File: config.mk
export PLATFORM = sky130hd
export DESIGN_NAME = bus_xcvr_reg
export DESIGN_NICKNAME = d
export VERILOG_FILES = /design/src/rtl/xcvr_pkg.sv /design/src/rtl/xcvr_capture.sv /design/src/rtl/xcvr_half.sv /design/src/rtl/bus_xcvr_reg.sv
export SDC_FILE = /design/constraint.sdc
export NUM_CORES = 1
export LEC_CHECK = 0
export BUFFER_PORTS_ARGS = -buffer_cell sky130_fd_sc_hd__buf_4
export CAP_MARGIN = 30
export CORE_UTILIZATION = 39
export DETAILED_ROUTE_END_ITERATION = 10
export GPL_TIMING_DRIVEN = 0
export PLACE_DENSITY = 0.63
export SKIP_CTS_REPAIR_TIMING = 1
export SLEW_MARGIN = 20
export SYNTH_ARGS = -nofsm -noshare
export SYNTH_HDL_FRONTEND = slang
export SYNTH_SLANG_ARGS = --single-unit
File: constraint.sdc
create_clock -name clk -period 0.8 [get_ports clk]
set_input_delay 0.16 -clock clk [delete_from_list [all_inputs] [get_ports clk]]
set_output_delay 0.16 -clock clk [all_outputs]
set_load 0.02 [all_outputs]
File: src/rtl/xcvr_pkg.sv
package xcvr_pkg;
  typedef struct packed {
    logic oe_n;
    logic dir;
    logic cap_ab;
    logic cap_ba;
    logic sel_ab;
    logic sel_ba;
  } half_ctrl_t;
endpackage

File: src/rtl/xcvr_capture.sv
module xcvr_capture #(
  parameter int W = 8
) (
  input  logic         clk,
  input  logic         rst,
  input  logic         cap_i,
  input  logic [W-1:0] d_i,
  output logic [W-1:0] q_o
);
  logic cap_q;

  always_ff @(posedge clk) begin
    if (rst) begin
      cap_q <= 1'b0;
      q_o   <= '0;
    end else begin
      cap_q <= cap_i;
      if (cap_i && !cap_q) q_o <= d_i;
    end
  end
endmodule

File: src/rtl/xcvr_half.sv
module xcvr_half
  import xcvr_pkg::*;
#(
  parameter int W = 8
) (
  input  logic         clk,
  input  logic         rst,
  input  half_ctrl_t   ctrl,
  input  logic [W-1:0] a_i,
  input  logic [W-1:0] b_i,
  output logic [W-1:0] a_o,
  output logic         a_en,
  output logic [W-1:0] b_o,
  output logic         b_en
);
  logic [W-1:0] store_ab;
  logic [W-1:0] store_ba;

  xcvr_capture #(.W(W)) u_cap_ab (
    .clk(clk), .rst(rst), .cap_i(ctrl.cap_ab), .d_i(a_i), .q_o(store_ab)
  );

  xcvr_capture #(.W(W)) u_cap_ba (
    .clk(clk), .rst(rst), .cap_i(ctrl.cap_ba), .d_i(b_i), .q_o(store_ba)
  );

  always_comb begin
    a_en = !ctrl.oe_n && !ctrl.dir;
    b_en = !ctrl.oe_n &&  ctrl.dir;
    a_o  = '0;
    b_o  = '0;
    if (a_en) a_o = ctrl.sel_ba ? store_ba : b_i;
    if (b_en) b_o = ctrl.sel_ab ? store_ab : a_i;
  end
endmodule

File: src/rtl/bus_xcvr_reg.sv
module bus_xcvr_reg
  import xcvr_pkg::*;
#(
  parameter int HALF_W     = 8,
  parameter int NUM_HALVES = 2
) (
  input  logic                         clk,
  input  logic                         rst,
  input  logic [NUM_HALVES-1:0]        oe_n,
  input  logic [NUM_HALVES-1:0]        dir,
  input  logic [NUM_HALVES-1:0]        cap_ab,
  input  logic [NUM_HALVES-1:0]        cap_ba,
  input  logic [NUM_HALVES-1:0]        sel_ab,
  input  logic [NUM_HALVES-1:0]        sel_ba,
  input  logic [NUM_HALVES*HALF_W-1:0] a_in,
  output logic [NUM_HALVES*HALF_W-1:0] a_out,
  output logic [NUM_HALVES-1:0]        a_drv,
  input  logic [NUM_HALVES*HALF_W-1:0] b_in,
  output logic [NUM_HALVES*HALF_W-1:0] b_out,
  output logic [NUM_HALVES-1:0]        b_drv
);
  for (genvar h = 0; h < NUM_HALVES; h++) begin : g_half
    half_ctrl_t ctrl;
    assign ctrl = '{oe_n: oe_n[h], dir: dir[h], cap_ab: cap_ab[h],
                    cap_ba: cap_ba[h], sel_ab: sel_ab[h], sel_ba: sel_ba[h]};

    xcvr_half #(.W(HALF_W)) u_half (
      .clk (clk),
      .rst (rst),
      .ctrl(ctrl),
      .a_i (a_in[h*HALF_W +: HALF_W]),
      .b_i (b_in[h*HALF_W +: HALF_W]),
      .a_o (a_out[h*HALF_W +: HALF_W]),
      .a_en(a_drv[h]),
      .b_o (b_out[h*HALF_W +: HALF_W]),
      .b_en(b_drv[h])
    );
  end
endmodule

Word level (Yosys, flattened, before mapping)
Cells that the tools add are included.
{"block": "totals", "input_bits": 46, "word_cells": 32, "reg_bits": 36, "output_inout_bits": 36}
{"block": "classes", "mux": 8, "reduce_logical": 16}
{"op": "$mux 8", "n": 8}
{"op": "$logic_and 1x1->1", "n": 8}
{"op": "$logic_not 1->1", "n": 8}

Longest topological paths before layout
Gate-level depths: netlist of run 1.
{"block": "logic_depth", "ltp_word": 3, "mapped_depth": 4, "ltp_nobuf": 2}

Cells and area by module
From an unflattened synthesis of run 1, not the netlist that was laid out.
{"block": "hier_totals", "cells_unflattened": 224, "area_unflattened_um2": 2129.5}
{"mod": "xcvr_capture", "seq_area_each_um2": 180.2, "instances": 4, "area_each_um2": 396.6, "cells_each": 36}
{"mod": "xcvr_half", "seq_area_each_um2": 0.0, "instances": 2, "area_each_um2": 271.5, "cells_each": 40}

Worst setup path after synthesis of run 1
Ideal clock, no wire load.
{"block": "synth_path", "path_kind": "input to output", "from": "in dir[0]", "to": "out a_out[0]", "arrival_ps": 829, "cell_stages": 3, "required_time_ps": 640, "setup_slack_ps": -189, "path_buffers": 1, "path_cell_list": "or2_1 > buf_2 > nor2_1"}
{"block": "synth_between", "elab_chain_cells": 3}
{"item": "start: declaration", "line_no": "bus_xcvr_reg.sv:10", "text": "input logic [NUM_HALVES-1:0] dir,"}
{"item": "$logic_not 1->1", "line_no": "xcvr_half.sv:28", "text": "a_en = !ctrl.oe_n && !ctrl.dir;"}
{"item": "$logic_and 1x1->1", "line_no": "xcvr_half.sv:28"}
{"item": "$mux 8", "line_no": "xcvr_half.sv:32", "text": "if (a_en) a_o = ctrl.sel_ba ? store_ba : b_i;"}
{"item": "end: declaration", "line_no": "bus_xcvr_reg.sv:16", "text": "output logic [NUM_HALVES*HALF_W-1:0] a_out,"}
Every way passes these cells.

Final worst setup path of run 1
{"block": "layout_path", "from": "reg g_half[0].u_half.u_cap_ab.q_o[2]", "to": "out b_out[2]"}
{"block": "layout_between", "elab_chain_cells": 2}
{"item": "start: declaration", "line_no": "xcvr_capture.sv:8", "text": "output logic [W-1:0] q_o"}
{"item": "start signal: assignment", "line_no": "xcvr_capture.sv:18", "text": "if (cap_i && !cap_q) q_o <= d_i;"}
{"item": "$mux 8 (2 in a row)", "line_no": "xcvr_half.sv:33", "text": "if (b_en) b_o = ctrl.sel_ab ? store_ab : a_i;"}
{"item": "end: declaration", "line_no": "bus_xcvr_reg.sv:19", "text": "output logic [NUM_HALVES*HALF_W-1:0] b_out,"}
Every way passes these cells.

==> impl_results.md, run 1 <==
- Max Freq: 856.1 MHz
- Area added between synthesis and finish: 80.56%
- Static Leak: 1.623 nW
- Final ANT Viol Nets: 0
- Clock latency on the worst-skew pair: 0.30 ns
- Die Wd: 79.83 um
- Non-Filler Instances: 407
- Period utilization: 146.0%
- Slew HR: 81.61%
- Nets: 380
- Hold Slack: 0.1514 ns
- Wire per inst: 15.45 um
- Clock sink count: 36
- Core outline area: 0.005675 mm^2
- Die Ht: 79.83 um
- Critical path class: flop to primary output
- Register clock-pin slew on the reported worst setup and hold paths: 0.08 ns
- Clock buffer depth: 2
- Slew @ Worst Pin: 0.2759 ns
- Number of placed cells counting well taps: 379
- Clock skew: 0.009008 ns
- Total Routing Usage GR: 18.90%
- TritonCTS clock tree: done
- Final instance area: 0.004265 mm^2
- Arrival @ worst endpoint: 1.01 ns
- RSZ-0062 raised after global routing: yes
- Power Density: 1257 mW/mm^2
- Post-synthesis async set-or-reset flop share: 0%
- Most frequent cell after synthesis: dfxtp_1
- #FFs+latches synth: 36
- Post-synthesis cell type count: 17
- Largest net degree at the start of global routing: 13
- Final critical-path required period: 1.168 ns
- Proportion of layout cells with a drive suffix above 1: 85.67%
- Starting DRC count in detailed routing: 83
- Remaining routing DRC violations: 0
- Critical Path End Type: primary output
- Placement row count: 27
- Final Max Tran Viols: 0
- Tightest Hold Check Type: primary input to flop
- CTS Buf Count: 5
- Avg Vias per Cell: 5.106
- Top post-synthesis cells by count: dfxtp_1 (36), mux2i_1 (32), nand4bb_1 (32), nor2_1 (32), o21ai_2 (32)
- Worst setup margin: -0.3682 ns
- Drt pass-1 iters: 6
- Syn Inst Count: 231
- Post-synth EDFFs: 0
- HPWL after DPL: 4084 um
- Run status: finished with violations
- Register area share after synthesis: 30.51%
- Grt total ovfl: 0
- Cell taking the most area after synthesis: dfxtp_1
- VDD IR max: 0.7321 mV
- Syn_area_per_cell: 10.23 um^2
- IO Count: 82
- Final Hold Vio Count: 0
- Synthesized Nets: 277
- Vias in the first global route: 1956
- Routed WL: 6288 um
- Worst-path fanout max: 2
- Placed cell area: 0.003512 mm^2
- Share of the synthesized area in the top cell type: 30.51%
- Violated checks: setup timing
- Worst EP required: 0.64 ns
- Initial core utilization: 41.62%
- Post-Syn Area: 0.002362 mm^2
- Post-synth top flop: dfxtp_1
- Final-report setup violation count: 68
- GP Congestion: 0.6623
- Largest cells by area after synthesis: dfxtp_1 (31%), nand4bb_1 (15%), mux2i_1 (14%)
- Initial antenna violation count: 0
- Worst Setup Start Kind: flop
- Max Cap Violations: 0
- Number of port buffers: 76
- N_diodes: 0
- Post-Route Setup TNS: -13.43 ns
- Vias post-DR: 2078
- Yosys warning count: 0
- CTS Root Cell: clkbuf_8
- First-pass GRT wire length: 9308 um
- H-tree depth: 2
- Die ar.: 0.006372 mm^2
-- cell usage in the layout (no fill, tap or decap), drive strengths merged --
master / n
inv: 2
dfxtp: 36
nand4bb: 32
nand2b: 34
clkinv: 3
bufinv: 1
o21ai: 32
mux2i: 32
clkinvlp: 1
clkbuf: 7
or2: 2
buf: 113
nor2: 32
and2b: 4
nor2b: 4
-- final timing paths --
path	startpoint	to	slack [ns]	depth (start not counted)
setup reg to reg	g_half[0].u_half.u_cap_ba.cap_q	g_half[0].u_half.u_cap_ba.q_o[3]	-0.07	2
hold reg to reg	g_half[0].u_half.u_cap_ba.q_o[5]	g_half[0].u_half.u_cap_ba.q_o[5]	0.49	2
setup / recovery	g_half[0].u_half.u_cap_ab.q_o[2]	b_out[2]	-0.37	3
hold / removal	b_in[1]	g_half[0].u_half.u_cap_ba.q_o[1]	0.15	3
-- power breakdown --
group	total [mW]	internal, mW	switching, mW
clock network	1.63	0.922	0.703
registers	2.00	1.89	0.104
logic	1.74	0.969	0.771
total	5.36	3.78	1.58
-- kinds of logic after synthesis --
logic type             share of synthesized area (%)
buffers and inverters                          5.932
DFF                                            30.51
muxes                                          13.56
AOI/OAI and AO/OA                              11.86
and+or+nand+nor                                38.14
-- flip-flops by register name (all words and copies together), names as in the netlist --
signal	cells
g_half.u_half.u_cap_ab.cap_q	2
g_half.u_half.u_cap_ba.cap_q	2
g_half.u_half.u_cap_ab.q_o	16
g_half.u_half.u_cap_ba.q_o	16
-- per-stage QoR --
stage,setup WS [ns],utilization (%),total power [mW]
3_3_place_gp,-0.3225,61.88,3.442
3_5_place_dp,-0.3193,61.88,3.460
2_1_floorplan,-0.07138,-,3.010
5_1_grt,-0.3968,75.15,5.619
4_1_cts,-0.4578,63.84,5.096
6_report,-0.3682,75.15,5.363
-- final cells by class --
type | instances | area (um^2)
multi-input cells | 172 | 2092
fillers | 382 | 1410
repair buffers | 98 | 920.9
flip-flops and latches | 36 | 805.8
plain buffers | 17 | 215.2
well taps | 72 | 90.09
clock buffers | 5 | 68.82
clock inverters | 3 | 42.54
inverters | 4 | 30.03
-- routing by layer --
layer,wire length [um],GRT usage (%)
met1,2684,23.20
met2,3284,32.82
met3,281,4.343
met4,38,5.357
met5,0,0
-- critical path: stages (launching register included) --
cell	delay [ns]
dfxtp_2	0.33
mux2i_2	0.21
nor2_4	0.05
buf_6	0.13
Power figures use the tool's default switching activity.
==> run 2: changes to the inputs <==
Settings changed: PLACE_DENSITY 0.63 to 0.62, SYNTH_HIERARCHICAL from default to 1.
Clock period 0.8 ns to 1.41 ns, I/O delays scaled along.
==> run 2 against run 1 <==
Effect of this change:
- the run now ends clean
- sequential share of layout area grew 6.0 points
- synthesized cell count shrank 3.0%
- clock skew shrank 0.0055 ns
- critical path depth grew 2
- critical endpoint is now a_out[14]
==> impl_results.md, run 2 <==
- CTS Root Cell: clkbuf_8
- Cell taking the most area after synthesis: dfxtp_1
- Routed WL: 5031 um (-20%)
- Worst setup margin: 0.07188 ns (+0.4400 ns)
- GR Layer Usage met2: 27.53% (-5.3 points)
- Vias in the first global route: 1669 (-15%)
- Starting DRC count in detailed routing: 57 (-31%)
- Final Max Tran Viols: 0 (unchanged)
- Non-Filler Instances: 378 (-7.1%)
- IO Count: 82 (unchanged)
- Proportion of layout cells with a drive suffix above 1: 38.96% (-47 points)
- Hold Slack: 0.2787 ns (+0.1273 ns)
- Power Density: 849.8 mW/mm^2 (-32%)
- Post-Route Setup TNS: 0 ns (+13.43 ns)
- Buffers & Inverters on Critical Path: 3 (+2)
- #FFs+latches synth: 36 (unchanged)
- Busiest grt layer: met2
- Post-synthesis cell type count: 14 (-3)
- Syn_area_per_cell: 9.507 um^2 (-7.0%)
- Clock latency on the worst-skew pair: 0.28 ns (-0.02 ns)
- Leading cell type in the layout, fill and taps excluded: buf_4
- Largest cells by area after synthesis: dfxtp_1 (34%), nand4bb_1 (17%), mux2i_1 (15%)
- Die ar.: 0.005760 mm^2 (-9.6%)
- Post-synth top flop: dfxtp_1
- Final ANT Viol Nets: 0 (unchanged)
- Die Ht: 75.90 um (-4.9%)
- Share of the synthesized area in the top cell type: 33.84% (+3.3 points)
- Clock sink count: 36 (unchanged)
- Register clock-pin slew on the reported worst setup and hold paths: 0.07 ns (about the same)
- Max Cap Violations: 0 (unchanged)
- Total power: 2.457 mW (-54%)
- Register area share after synthesis: 33.84% (+3.3 points)
- Static Leak: 1.265 nW (-22%)
- Vias post-DR: 1893 (-8.9%)
- Worst Setup Start Kind: primary input
- Initial antenna violation count: 0 (unchanged)
- HPWL after DPL: 3456 um (-15%)
- VDD IR max: 0.3759 mV (-49%)
- CTS Buf Count: 5 (unchanged)
- Final-report setup violation count: 0 (-100%)
- Slowest cell delay on critical path: 0.22 ns (-0.11 ns)
- Wire per inst: 13.31 um (-14%)
- Tightest Hold Check Type: primary input to flop
- Number of placed cells counting well taps: 371 (-2.1%)
- Critical Path End Type: primary output
- TritonCTS clock tree: done
- Avg Vias per Cell: 5.008 (-1.9%)
- Synthesized Nets: 270 (-2.5%)
- H-tree depth: 2 (unchanged)
- Most frequent cell after synthesis: dfxtp_1
- Syn Inst Count: 224 (-3.0%)
- Area added between synthesis and finish: 35.78%
- Post-synth EDFFs: 0 (unchanged)
- Slew HR: 80.92% (-0.69 points)
- Placement row count: 26 (-3.7%)
- Total Routing Usage GR: 17.36% (-1.5 points)
- Most frequent cells in the layout: buf_4 (81), dfxtp_1 (36), nand2b_1 (34)
- RSZ-0062 raised after global routing: no
- Final critical-path required period: 1.338 ns
- Worst EP required: 1.13 ns (+0.49 ns)
- CP Cell Sequence: buf_4, or2_1, buf_6, nor2_1, buf_4
- Final instance area: 0.002892 mm^2 (-32%)
- Yosys warning count: 6 (+6)
- GRT met1 Usage: 23.37% (+0.18 points)
- Max Freq: 747.3 MHz
- Arrival @ worst endpoint: 1.06 ns (+0.05 ns)
- Largest net degree at the start of global routing: 33 (+20)
- Drt pass-1 iters: 4 (-2)
- Period utilization: 94.90%
- Core outline area: 0.005172 mm^2 (-8.9%)
- Clock skew: 0.003542 ns (-0.005465 ns)
- Worst slack, placed: 0.08443 ns (+0.4037 ns)
- Run status: finished clean
- Critical path's slowest cell: or2_1
- Top post-synthesis cells by count: dfxtp_1 (36), nand2b_1 (34), mux2i_1 (32), nand4bb_1 (32), nor2_1 (32)
- Final Hold Vio Count: 0 (unchanged)
- Post-Syn Area: 0.002130 mm^2 (-9.9%)
- Critical path class: primary input to primary output
- Worst-path fanout max: 9 (+7)
- Met3 GRT Util: 4.233% (-0.11 points)
- Die Wd: 75.90 um (-4.9%)
- Placed cell area: 0.002795 mm^2 (-20%)
- Fin util: 55.90% (-19 points)
- Top Family by Delay on Critical Path: buffers and inverters
- CP most frequent cell: buf_4
- GP Congestion: 0.7261 (+9.6%)
- Nets: 354 (-6.8%)
- First-pass GRT wire length: 7659 um (-18%)
- Post-synthesis async set-or-reset flop share: 0% (unchanged)
- N_diodes: 0 (unchanged)
- Initial core utilization: 41.17% (-0.45 points)
- Slew @ Worst Pin: 0.2862 ns (+0.01029 ns)
- Grt total ovfl: 0 (unchanged)
- Number of port buffers: 77 (+1.3%)
- Largest regs: g_half.u_half/u_cap_ab/q_o (16), g_half.u_half/u_cap_ba/q_o (16)
- Clock buffer depth: 2 (unchanged)
- Fill cells: 486 (+27%)
- Remaining routing DRC violations: 0 (unchanged)
[run 2: cell families after synthesis]
logic type,synth area share (%)
AOI/OAI and AO/OA,10.34
buffers and inverters,4.583
DFF,33.84
muxes,15.04
and+or+nand+nor,36.19
[run 2: layer usage]
layer	vias up	wire (um)
met4	0	22
met5	-	0
li1	964	-
met1	871	2457
met3	2	250
met2	56	2300
[run 2: where the power goes]
part,internal [mW],switching [mW]
logic,0.287,0.260
clock network,0.435,0.358
registers,1.08,0.0390
total,1.80,0.657
[run 2: worst min-delay path: stages]
cell and delay [ns]:
buf_4 0.08, nand4bb_1 0.09, o21ai_1 0.07
[run 2: final cells by class]
type                            instances  area (um^2)  area share (%)
Tap cell                               70        87.58           3.029
Multi-Input combinational cell        172         1311           45.35
Clock buffer                            7        96.34           3.332
Buffer                                 12        82.58           2.856
Inverter                                4        15.01          0.5193
Timing Repair Buffer                   77        578.1           19.99
Sequential cell                        36        720.7           24.92
[run 2: path summary, 6_finish.rpt]
| path | cells past startpoint | slack (ns) | start | endpoint |
|---|---|---|---|---|
| setup / recovery | 5 | 0.07 | oe_n[1] | a_out[14] |
| hold / removal | 3 | 0.28 | b_in[7] | g_half[0].u_half/u_cap_ba/q_o[7] |
| setup reg to reg | 2 | 0.46 | g_half[0].u_half/u_cap_ab/cap_q | g_half[0].u_half/u_cap_ab/q_o[7] |
| hold reg to reg | 2 | 0.47 | g_half[0].u_half/u_cap_ab/q_o[4] | g_half[0].u_half/u_cap_ab/q_o[4] |
